$ cat src/rtl/fan_pwm_pkg.sv
package fan_pwm_pkg;

    localparam int unsigned FP_OFF_CTRL  = 32'h0;
    localparam int unsigned FP_OFF_SPEED = 32'h4;

    localparam logic [15:0] FP_SPEED_RESET = 16'd4000;
    localparam int unsigned FP_DUTY_FULL   = 255;

    typedef struct packed {
        logic [7:0] duty;
        logic       mode;
        logic       on;
    } fan_ctrl_t;

    typedef enum logic [1:0] {
        FP_HIT_NONE,
        FP_HIT_CTRL,
        FP_HIT_SPEED
    } fan_hit_e;

    function automatic logic [31:0] pack_ctrl(input fan_ctrl_t c);
        logic [31:0] w;
        w        = '0;
        w[0]     = c.on;
        w[1]     = c.mode;
        w[23:16] = c.duty;
        return w;
    endfunction

    function automatic fan_ctrl_t unpack_ctrl(input logic [31:0] w);
        fan_ctrl_t c;
        c.on   = w[0];
        c.mode = w[1];
        c.duty = w[23:16];
        return c;
    endfunction

    function automatic logic [31:0] pack_speed(input logic [15:0] s);
        return {16'h0, s};
    endfunction

endpackage

$ cat src/rtl/fan_pwm_regs.sv
module fan_pwm_regs
    import fan_pwm_pkg::*;
#(
    parameter int ADDR_W = 4
) (
    input  logic              clk,
    input  logic              rst,
    input  logic              bus_sel,
    input  logic              bus_wr,
    input  logic [ADDR_W-1:0] bus_addr,
    input  logic [31:0]       bus_wdata,
    output logic [31:0]       bus_rdata,
    output fan_ctrl_t         ctrl
);

    fan_ctrl_t   ctrl_q;
    logic [15:0] speed_q;
    logic [31:0] rdata_q;
    fan_hit_e    hit;
    logic [31:0] rd_mux;
    logic        wdata_unused;

    assign wdata_unused = ^bus_wdata[31:24];

    always_comb begin
        if (bus_addr == ADDR_W'(FP_OFF_CTRL))
            hit = FP_HIT_CTRL;
        else if (bus_addr == ADDR_W'(FP_OFF_SPEED))
            hit = FP_HIT_SPEED;
        else
            hit = FP_HIT_NONE;
    end

    always_comb begin
        unique case (hit)
            FP_HIT_CTRL:  rd_mux = pack_ctrl(ctrl_q);
            FP_HIT_SPEED: rd_mux = pack_speed(speed_q);
            default:      rd_mux = '0;
        endcase
    end

    always_ff @(posedge clk) begin
        if (rst) begin
            ctrl_q  <= '0;
            speed_q <= FP_SPEED_RESET;
            rdata_q <= '0;
        end else begin
            if (bus_sel && bus_wr) begin
                if (hit == FP_HIT_CTRL)
                    ctrl_q <= unpack_ctrl(bus_wdata);
                if (hit == FP_HIT_SPEED)
                    speed_q <= bus_wdata[15:0];
            end
            rdata_q <= (bus_sel && !bus_wr) ? rd_mux : '0;
        end
    end

    assign bus_rdata = rdata_q;
    assign ctrl      = ctrl_q;

endmodule

$ cat src/rtl/fan_pwm_scale.sv
module fan_pwm_scale
    import fan_pwm_pkg::*;
#(
    parameter int CNT_W      = 22,
    parameter int PERIOD_CYC = 4000000
) (
    input  logic [7:0]     duty,
    output logic [CNT_W:0] high_len
);

    localparam int PROD_W = CNT_W + 9;

    logic [PROD_W-1:0] prod;
    logic [PROD_W-1:0] quot;

    always_comb begin
        prod     = PROD_W'(duty) * PROD_W'(PERIOD_CYC);
        quot     = prod / PROD_W'(FP_DUTY_FULL);
        high_len = quot[CNT_W:0];
    end

endmodule

$ cat src/rtl/fan_pwm_wave.sv
module fan_pwm_wave #(
    parameter int CNT_W      = 22,
    parameter int PERIOD_CYC = 4000000
) (
    input  logic             clk,
    input  logic             rst,
    input  logic             on,
    input  logic [CNT_W:0]   high_len,
    output logic [CNT_W-1:0] pos,
    output logic             wave
);

    localparam logic [CNT_W-1:0] LAST = CNT_W'(PERIOD_CYC - 1);

    logic [CNT_W-1:0] pos_q;

    always_ff @(posedge clk) begin
        if (rst || !on)
            pos_q <= '0;
        else if (pos_q == LAST)
            pos_q <= '0;
        else
            pos_q <= pos_q + 1'b1;
    end

    assign pos  = pos_q;
    assign wave = on && ({1'b0, pos_q} < high_len);

endmodule

$ cat src/rtl/fan_pwm_ctrl.sv
module fan_pwm_ctrl
    import fan_pwm_pkg::*;
#(
    parameter int ADDR_W    = 4,
    parameter int CLK_HZ    = 100000000,
    parameter int PERIOD_US = 40000
) (
    input  logic              clk,
    input  logic              rst,
    input  logic              bus_sel,
    input  logic              bus_wr,
    input  logic [ADDR_W-1:0] bus_addr,
    input  logic [31:0]       bus_wdata,
    output logic [31:0]       bus_rdata,
    output logic              pwm_out
);

    localparam longint PERIOD_L   = (longint'(CLK_HZ) * longint'(PERIOD_US)) / 64'd1000000;
    localparam int     PERIOD_CYC = int'(PERIOD_L);
    localparam int     CNT_W      = $clog2(PERIOD_CYC);

    fan_ctrl_t        ctrl;
    logic             en_q;
    logic [7:0]       duty_q;
    logic [CNT_W:0]   high_len;
    logic [CNT_W-1:0] cnt_q;

    fan_pwm_regs #(.ADDR_W(ADDR_W)) u_regs (
        .clk       (clk),
        .rst       (rst),
        .bus_sel   (bus_sel),
        .bus_wr    (bus_wr),
        .bus_addr  (bus_addr),
        .bus_wdata (bus_wdata),
        .bus_rdata (bus_rdata),
        .ctrl      (ctrl)
    );

    assign en_q   = ctrl.on;
    assign duty_q = ctrl.duty;

    fan_pwm_scale #(.CNT_W(CNT_W), .PERIOD_CYC(PERIOD_CYC)) u_scale (
        .duty     (duty_q),
        .high_len (high_len)
    );

    fan_pwm_wave #(.CNT_W(CNT_W), .PERIOD_CYC(PERIOD_CYC)) u_wave (
        .clk      (clk),
        .rst      (rst),
        .on       (en_q),
        .high_len (high_len),
        .pos      (cnt_q),
        .wave     (pwm_out)
    );

endmodule

$ cat config.mk
export PLATFORM = sky130hd
export DESIGN_NAME = fan_pwm_ctrl
export DESIGN_NICKNAME = d
export VERILOG_FILES = /design/src/rtl/fan_pwm_pkg.sv /design/src/rtl/fan_pwm_regs.sv /design/src/rtl/fan_pwm_scale.sv /design/src/rtl/fan_pwm_wave.sv /design/src/rtl/fan_pwm_ctrl.sv
export SDC_FILE = /design/constraint.sdc
export NUM_CORES = 1
export LEC_CHECK = 0
export CORE_MARGIN = 2
export CORE_UTILIZATION = 60
export CTS_CLUSTER_SIZE = 20
export DETAILED_ROUTE_END_ITERATION = 16
export GPL_TIMING_DRIVEN = 0
export HOLD_SLACK_MARGIN = 0.06
export PLACE_DENSITY = 0.8
export RECOVER_POWER = 100
export SLEW_MARGIN = 20
export SYNTH_ARGS = -nofsm -noshare
export SYNTH_HDL_FRONTEND = slang
export SYNTH_HIERARCHICAL = 1
export SYNTH_SLANG_ARGS = --single-unit
$ cat constraint.sdc
create_clock -name clk -period 31.2 [get_ports clk]
set_input_delay 6.24 -clock clk [delete_from_list [all_inputs] [get_ports clk]]
set_output_delay 6.24 -clock clk [all_outputs]
set_load 0.03 [all_outputs]
* Word-level counts from Yosys, hierarchy flattened
Cells that the tools add are included.
Storage, ports and cells: register bits after elaboration 80, output and inout port bits 33
Cells by class: add/subtract/negate cells 1, multiply operators 1, div/mod/pow operators 1, order comparisons 1, equal/unequal tests 4, multiplexer cells 3, bitwise operators 1, reduce and logical (&&, ||, !) cells 11
Operator list (count):
- case mux 24 bit (2 select lines) | 1
- divider 30 x 8 -> 31 bit, second input constant | 1
- less-than comparator 22 x 23 -> 1 bit | 1
- adder 22 x 1 -> 22 bit, second input constant | 1
- == test 22 bit, second input constant | 1
- multiplier 8 x 14 -> 22 bit, second input constant | 1
- == test 4 x 3 -> 1 bit, second input constant | 1
- zero test 4 bit | 1
- two-way mux 2 bit | 2
- AND reduction 2 bit | 2
- OR reduction 2 bit | 2
- logical AND 1 bit | 3
- == test 2 x 1 -> 1 bit, second input constant | 1
- == test 2 bit, second input constant | 1
- zero test 1 bit | 2
- logical OR 1 bit | 1
- inverter 1 bit | 1

* Logic depth before layout (Yosys ltp)
depth in word-level cells 5, gate-level depth with buffers 91, gate-level depth less buffers 83

* Modules after synthesis
The synthesis kept the hierarchy.
Modules (own cells, without submodules):
- fan_pwm_scale | times used 1, cells an instance 1275, area an instance 8972.4 µm², seq. area each 0.0 µm²
- fan_pwm_regs | times used 1, cells an instance 178, area an instance 1921.8 µm², seq. area each 1001.0 µm²
- fan_pwm_wave | times used 1, cells an instance 184, area an instance 1540.2 µm², seq. area each 440.4 µm²

* Least setup slack after synthesis
No wires, ideal clock.
kind register to output, from register u_regs.ctrl_q (netlist bit u_regs/ctrl[4]), to output pwm_out, arrival time 18.923 ns, data required time 24.960 ns, path slack 6.037 ns, cell stages (with the launch flop) 85, path through dfxtp_1 > fa_1 > ha_1 > inv_1 > fa_1 > fa_1 > inv_1 > ha_1 > nand3_1 > nor2_1 > a41oi_4 > and3_1 > buf_2 > nor3_1 > a21boi_0 > o22a_1 > buf_2 > a31oi_2 > (+49 left out) > and2_1 > and3_1 > inv_2 > nand2_1 > ha_1 > o21ai_2 > o21a_1 > a21oi_1 > nand2_1 > a2111oi_1 > and2_1 > inv_1 > inv_1 > ha_1 > a2111oi_2 > nor4_1 > nor4_1 > o2111a_1
Between the ends: longest elaborated chain between the ends 4
Ends and longest elaborated chain:
- from (decl) | RTL line fan_pwm_regs.sv:16 | fan_ctrl_t ctrl_q;
- from (signal assigned) | RTL line fan_pwm_regs.sv:50 | ctrl_q <= unpack_ctrl(bus_wdata);
- multiplier 8 x 14 -> 22 bit | RTL line fan_pwm_scale.sv:17 | prod = PROD_W'(duty) * PROD_W'(PERIOD_CYC);
- divider 30 x 8 -> 31 bit | RTL line fan_pwm_scale.sv:18 | quot = prod / PROD_W'(FP_DUTY_FULL);
- via high_len[6] | RTL line fan_pwm_ctrl.sv:25 | logic [CNT_W:0] high_len;
- less-than comparator 22 x 23 -> 1 bit | RTL line fan_pwm_wave.sv:27 | assign wave = on && ({1'b0, pos_q} < high_len);
- logical AND 1 bit | RTL line fan_pwm_wave.sv:27
- to (decl) | RTL line fan_pwm_ctrl.sv:15 | output logic pwm_out
The timed path passes the listed nets, and every way through them passes these cells.

* Worst setup path after layout
Same ends and word-level chain as after synthesis.

==> flow_metrics.env <==
export IMPL_wl_met2_mm=15.87
export IMPL_io_pins=73
export IMPL_ant_nets=0
export IMPL_die_y_um=148.0
export IMPL_yosysUniqueCellTypes=132
export IMPL_synthArstFlopShare_pct=0
export IMPL_relSlewSlack_pct=38.49
export IMPL_hold_start="u_regs/speed_q[7]$_SDFFE_PP1P_"
export IMPL_grt_pass1_wl_mm=56.05
export IMPL_skew_ns=0.006370
export IMPL_worstReg2RegEnd="u_wave/pos[10]$_SDFF_PP0_"
export IMPL_rr_worst_depth=7
export IMPL_holdPathEnd="u_regs/bus_rdata[7]$_SDFF_PP0_"
export IMPL_ir_drop_mv=0.03592
export IMPL_synth_flop_cell="dfxtp_1"
export IMPL_vias=12830
export IMPL_syn_inst=1637
export IMPL_period_share_pct=94.86
export IMPL_syn_to_final_growth_pct=9.710
export IMPL_critPathMaxFanout=11
export IMPL_synth_edf_count=0
export IMPL_core_mm2=0.02030
export IMPL_highest_signal_layer="met4"
export IMPL_hold_depth=1
export IMPL_tns_ns=0
export IMPL_start_kind="register"
export IMPL_finalHoldViolCount=0
export IMPL_tightest_slew_ns=0.9111
export IMPL_first_iter_violations=1060
export IMPL_cts_sinks=72
export IMPL_critPathArrivalTime_ns=23.35
export IMPL_fill_cells=1768
export IMPL_critPathMaxStageDelay_ns=0.70
export IMPL_cts_max_level=3
export IMPL_clock_path_buffers=2
export IMPL_final_cell_mix="140 x nor2_1, 127 x nand2_1, 93 x inv_1, 93 x a21oi_1, 87 x ha_1"
export IMPL_layout_drive_gt1_share_pct=10.49
export IMPL_die_x_um=148.0
export IMPL_power_density_mw_per_mm2=36.43
export IMPL_drcViolationCount=0
export IMPL_syn_mean_instance_area_um2=7.596
export IMPL_reg2reg_slack_ns=29.02
export IMPL_fmax_ghz=0.03379
export IMPL_crit_slowest_cell="clkdlybuf4s50_1"
export IMPL_port_buffer_count=56
export IMPL_final_common_cell="nor2_1"
export IMPL_first_global_vias=11900
export IMPL_setup_viol=0
export IMPL_finalWeightedCongestion=0.9546
export IMPL_leakage_nw=5.399
export IMPL_hpwlAfterDp_mm=26.77
export IMPL_rows=52
export IMPL_firstDrtPassIters=6
export IMPL_cp_num_buf_inv=17
export IMPL_insertion_delay_ns=0.34
export IMPL_layout_nets=1855
export IMPL_vias_per_cell=6.461
export IMPL_ys_ff_latch=72
export IMPL_routed_wl_mm=33.65
export IMPL_crit_path_end_kind="output port"
export IMPL_total_power_uw=496.9
export IMPL_path_clk_slew_ns=0.07
export IMPL_routedWlPerCell_um=16.95
export IMPL_cts_made_buffers=9
export IMPL_hp_class="reg -> reg"
export IMPL_netlist_area_mm2=0.01243
export IMPL_dieArea_mm2=0.02189
export IMPL_slew_viol_final=0
export IMPL_yosysWarnings=6
export IMPL_start_util_pct=61.25
export IMPL_antenna_cells=0
export IMPL_status="complete, no violations"
export IMPL_overflow=0
export IMPL_path_class="reg -> out"
export IMPL_seq_area_frac_synth_pct=11.59
export IMPL_regToRegStartpoint="u_wave/pos[0]$_SDFF_PP0_"
export IMPL_gr_usage_all_layers_pct=30.06
export IMPL_wl_met1_mm=15.10
export IMPL_met3_length_mm=2.040
export IMPL_antenna_found_initial=1
export IMPL_post_cts_buffers=0
export IMPL_max_cap_violations=0
export IMPL_critical_path_top_delay_family="simple AND/OR/NAND/NOR gates"
export IMPL_fin_crit_ns=29.59
export IMPL_required_ns=24.96
export IMPL_cts_root_buffer="clkbuf_16"
export IMPL_grt_setup_unrepaired="no"
export IMPL_cts_tree="yes"
export IMPL_grt_max_degree=17
==> cell type report <==
| type | count | area, um2 | share of cell area [%] |
|---|---|---|---|
| plain buffers | 56 | 315.3 | 2.311 |
| clock buffers | 9 | 225.2 | 1.651 |
| clock inverters | 7 | 71.32 | 0.5228 |
| inverters | 95 | 356.6 | 2.614 |
| multi-input cells | 1421 | 10330 | 75.75 |
| flip-flops and latches | 72 | 1441 | 10.57 |
| well taps | 270 | 337.8 | 2.476 |
| repair buffers | 56 | 560.5 | 4.109 |
==> worst max path at each step <==
stage                                      from      end  depth (start not counted)
floorplan           u_regs/ctrl[4]$_SDFFE_PP0P_  pwm_out                         84
global placement    u_regs/ctrl[3]$_SDFFE_PP0P_  pwm_out                         81
detailed placement  u_regs/ctrl[3]$_SDFFE_PP0P_  pwm_out                         81
CTS                 u_regs/ctrl[3]$_SDFFE_PP0P_  pwm_out                         82
global route        u_regs/ctrl[4]$_SDFFE_PP0P_  pwm_out                         78
finish              u_regs/ctrl[4]$_SDFFE_PP0P_  pwm_out                         81
==> where the power goes <==
part	internal, mW	switching, mW
registers	0.0922	0.000402
clock network	0.0562	0.0455
logic	0.120	0.182
total	0.269	0.228
==> Yosys cell counts (13+ instances only) <==
cell / count / share of area [%]
o21ai_0: 54 / 2.2
o21ai_1: 18 / 0.72
buf_4: 17 / 1.0
buf_2: 16 / 0.64
a211oi_1: 13 / 0.78
dfxtp_1: 72 / 12
and2_1: 49 / 2.5
xnor2_1: 44 / 3.1
a21oi_1: 93 / 3.7
mux2_2: 15 / 1.4
nor2_1: 141 / 4.3
nor4_1: 25 / 1.3
and4_1: 13 / 0.92
and3_1: 33 / 1.7
ha_1: 87 / 8.8
inv_1: 93 / 2.8
nand2b_1: 56 / 2.8
o211ai_1: 22 / 1.3
xor2_1: 30 / 2.1
o21a_1: 26 / 1.6
fa_1: 17 / 2.7
a21o_1: 18 / 1.1
nor3_1: 35 / 1.4
or3_1: 25 / 1.3
nand4_1: 30 / 1.5
clkbuf_1: 15 / 0.45
a31oi_1: 30 / 1.5
nand3_1: 66 / 2.7
nand2_1: 127 / 3.8
mux2i_1: 44 / 3.5
==> registers in the layout, summed over array words and instances (netlist names) <==
| register | flops |
|---|---|
| u_regs/bus_rdata | 24 |
| u_regs/ctrl | 10 |
| u_wave/pos | 22 |
| u_regs/speed_q | 16 |
==> worst reg2reg max path, cell delays in order, from the launching register on <==
cell and delay (ns):
dfxtp_1 0.43, ha_1 0.30, nand4_4 0.16, nor2_2 0.24, nand2_1 0.07, o21ai_0 0.31, clkbuf_1 0.43, nor2_1 0.11
==> metrics by stage <==
step	area, um2	worst slack (ns)	hold slack, ns	utilization [%]	std cells
2_1_floorplan	12460	6.037	0.4305	-	1644
3_3_place_gp	13360	2.377	0.4372	65.81	1970
3_5_place_dp	13360	2.092	0.4448	65.81	1970
4_1_cts	13660	1.659	0.4623	67.27	1986
5_1_grt	13640	0.008601	0.4692	67.20	1986
6_report	13640	1.605	0.4577	67.20	1986
==> repair_timing <==
action / CTS / global route
endpoints found under the hold margin: 0 / 0
resized for setup: 0 / 10
hold buffers: 0 / 0
endpoints found under the setup margin: 0 / 1
==> per-layer routing <==
metal  GRT usage (%)  vias up
met4           8.571        0
li1                -     6278
met1           40.32     6037
met3           4.074       61
met2           50.53      456
met5               0        -
==> kinds of logic (layout without fill, tap and decap cells) <==
logic type	after synthesis	in the layout	share of synthesized area, %
buf+inv	151	223	5.715
compound gates	464	464	27.96
simple gates	707	707	32.39
fa+ha+maj	105	105	11.57
other cells	1	8	0.03016
xor+xnor	76	76	5.474
flops	72	72	11.59
mux	61	61	5.263
No activity file was read; power rests on OpenSTA's default activity.
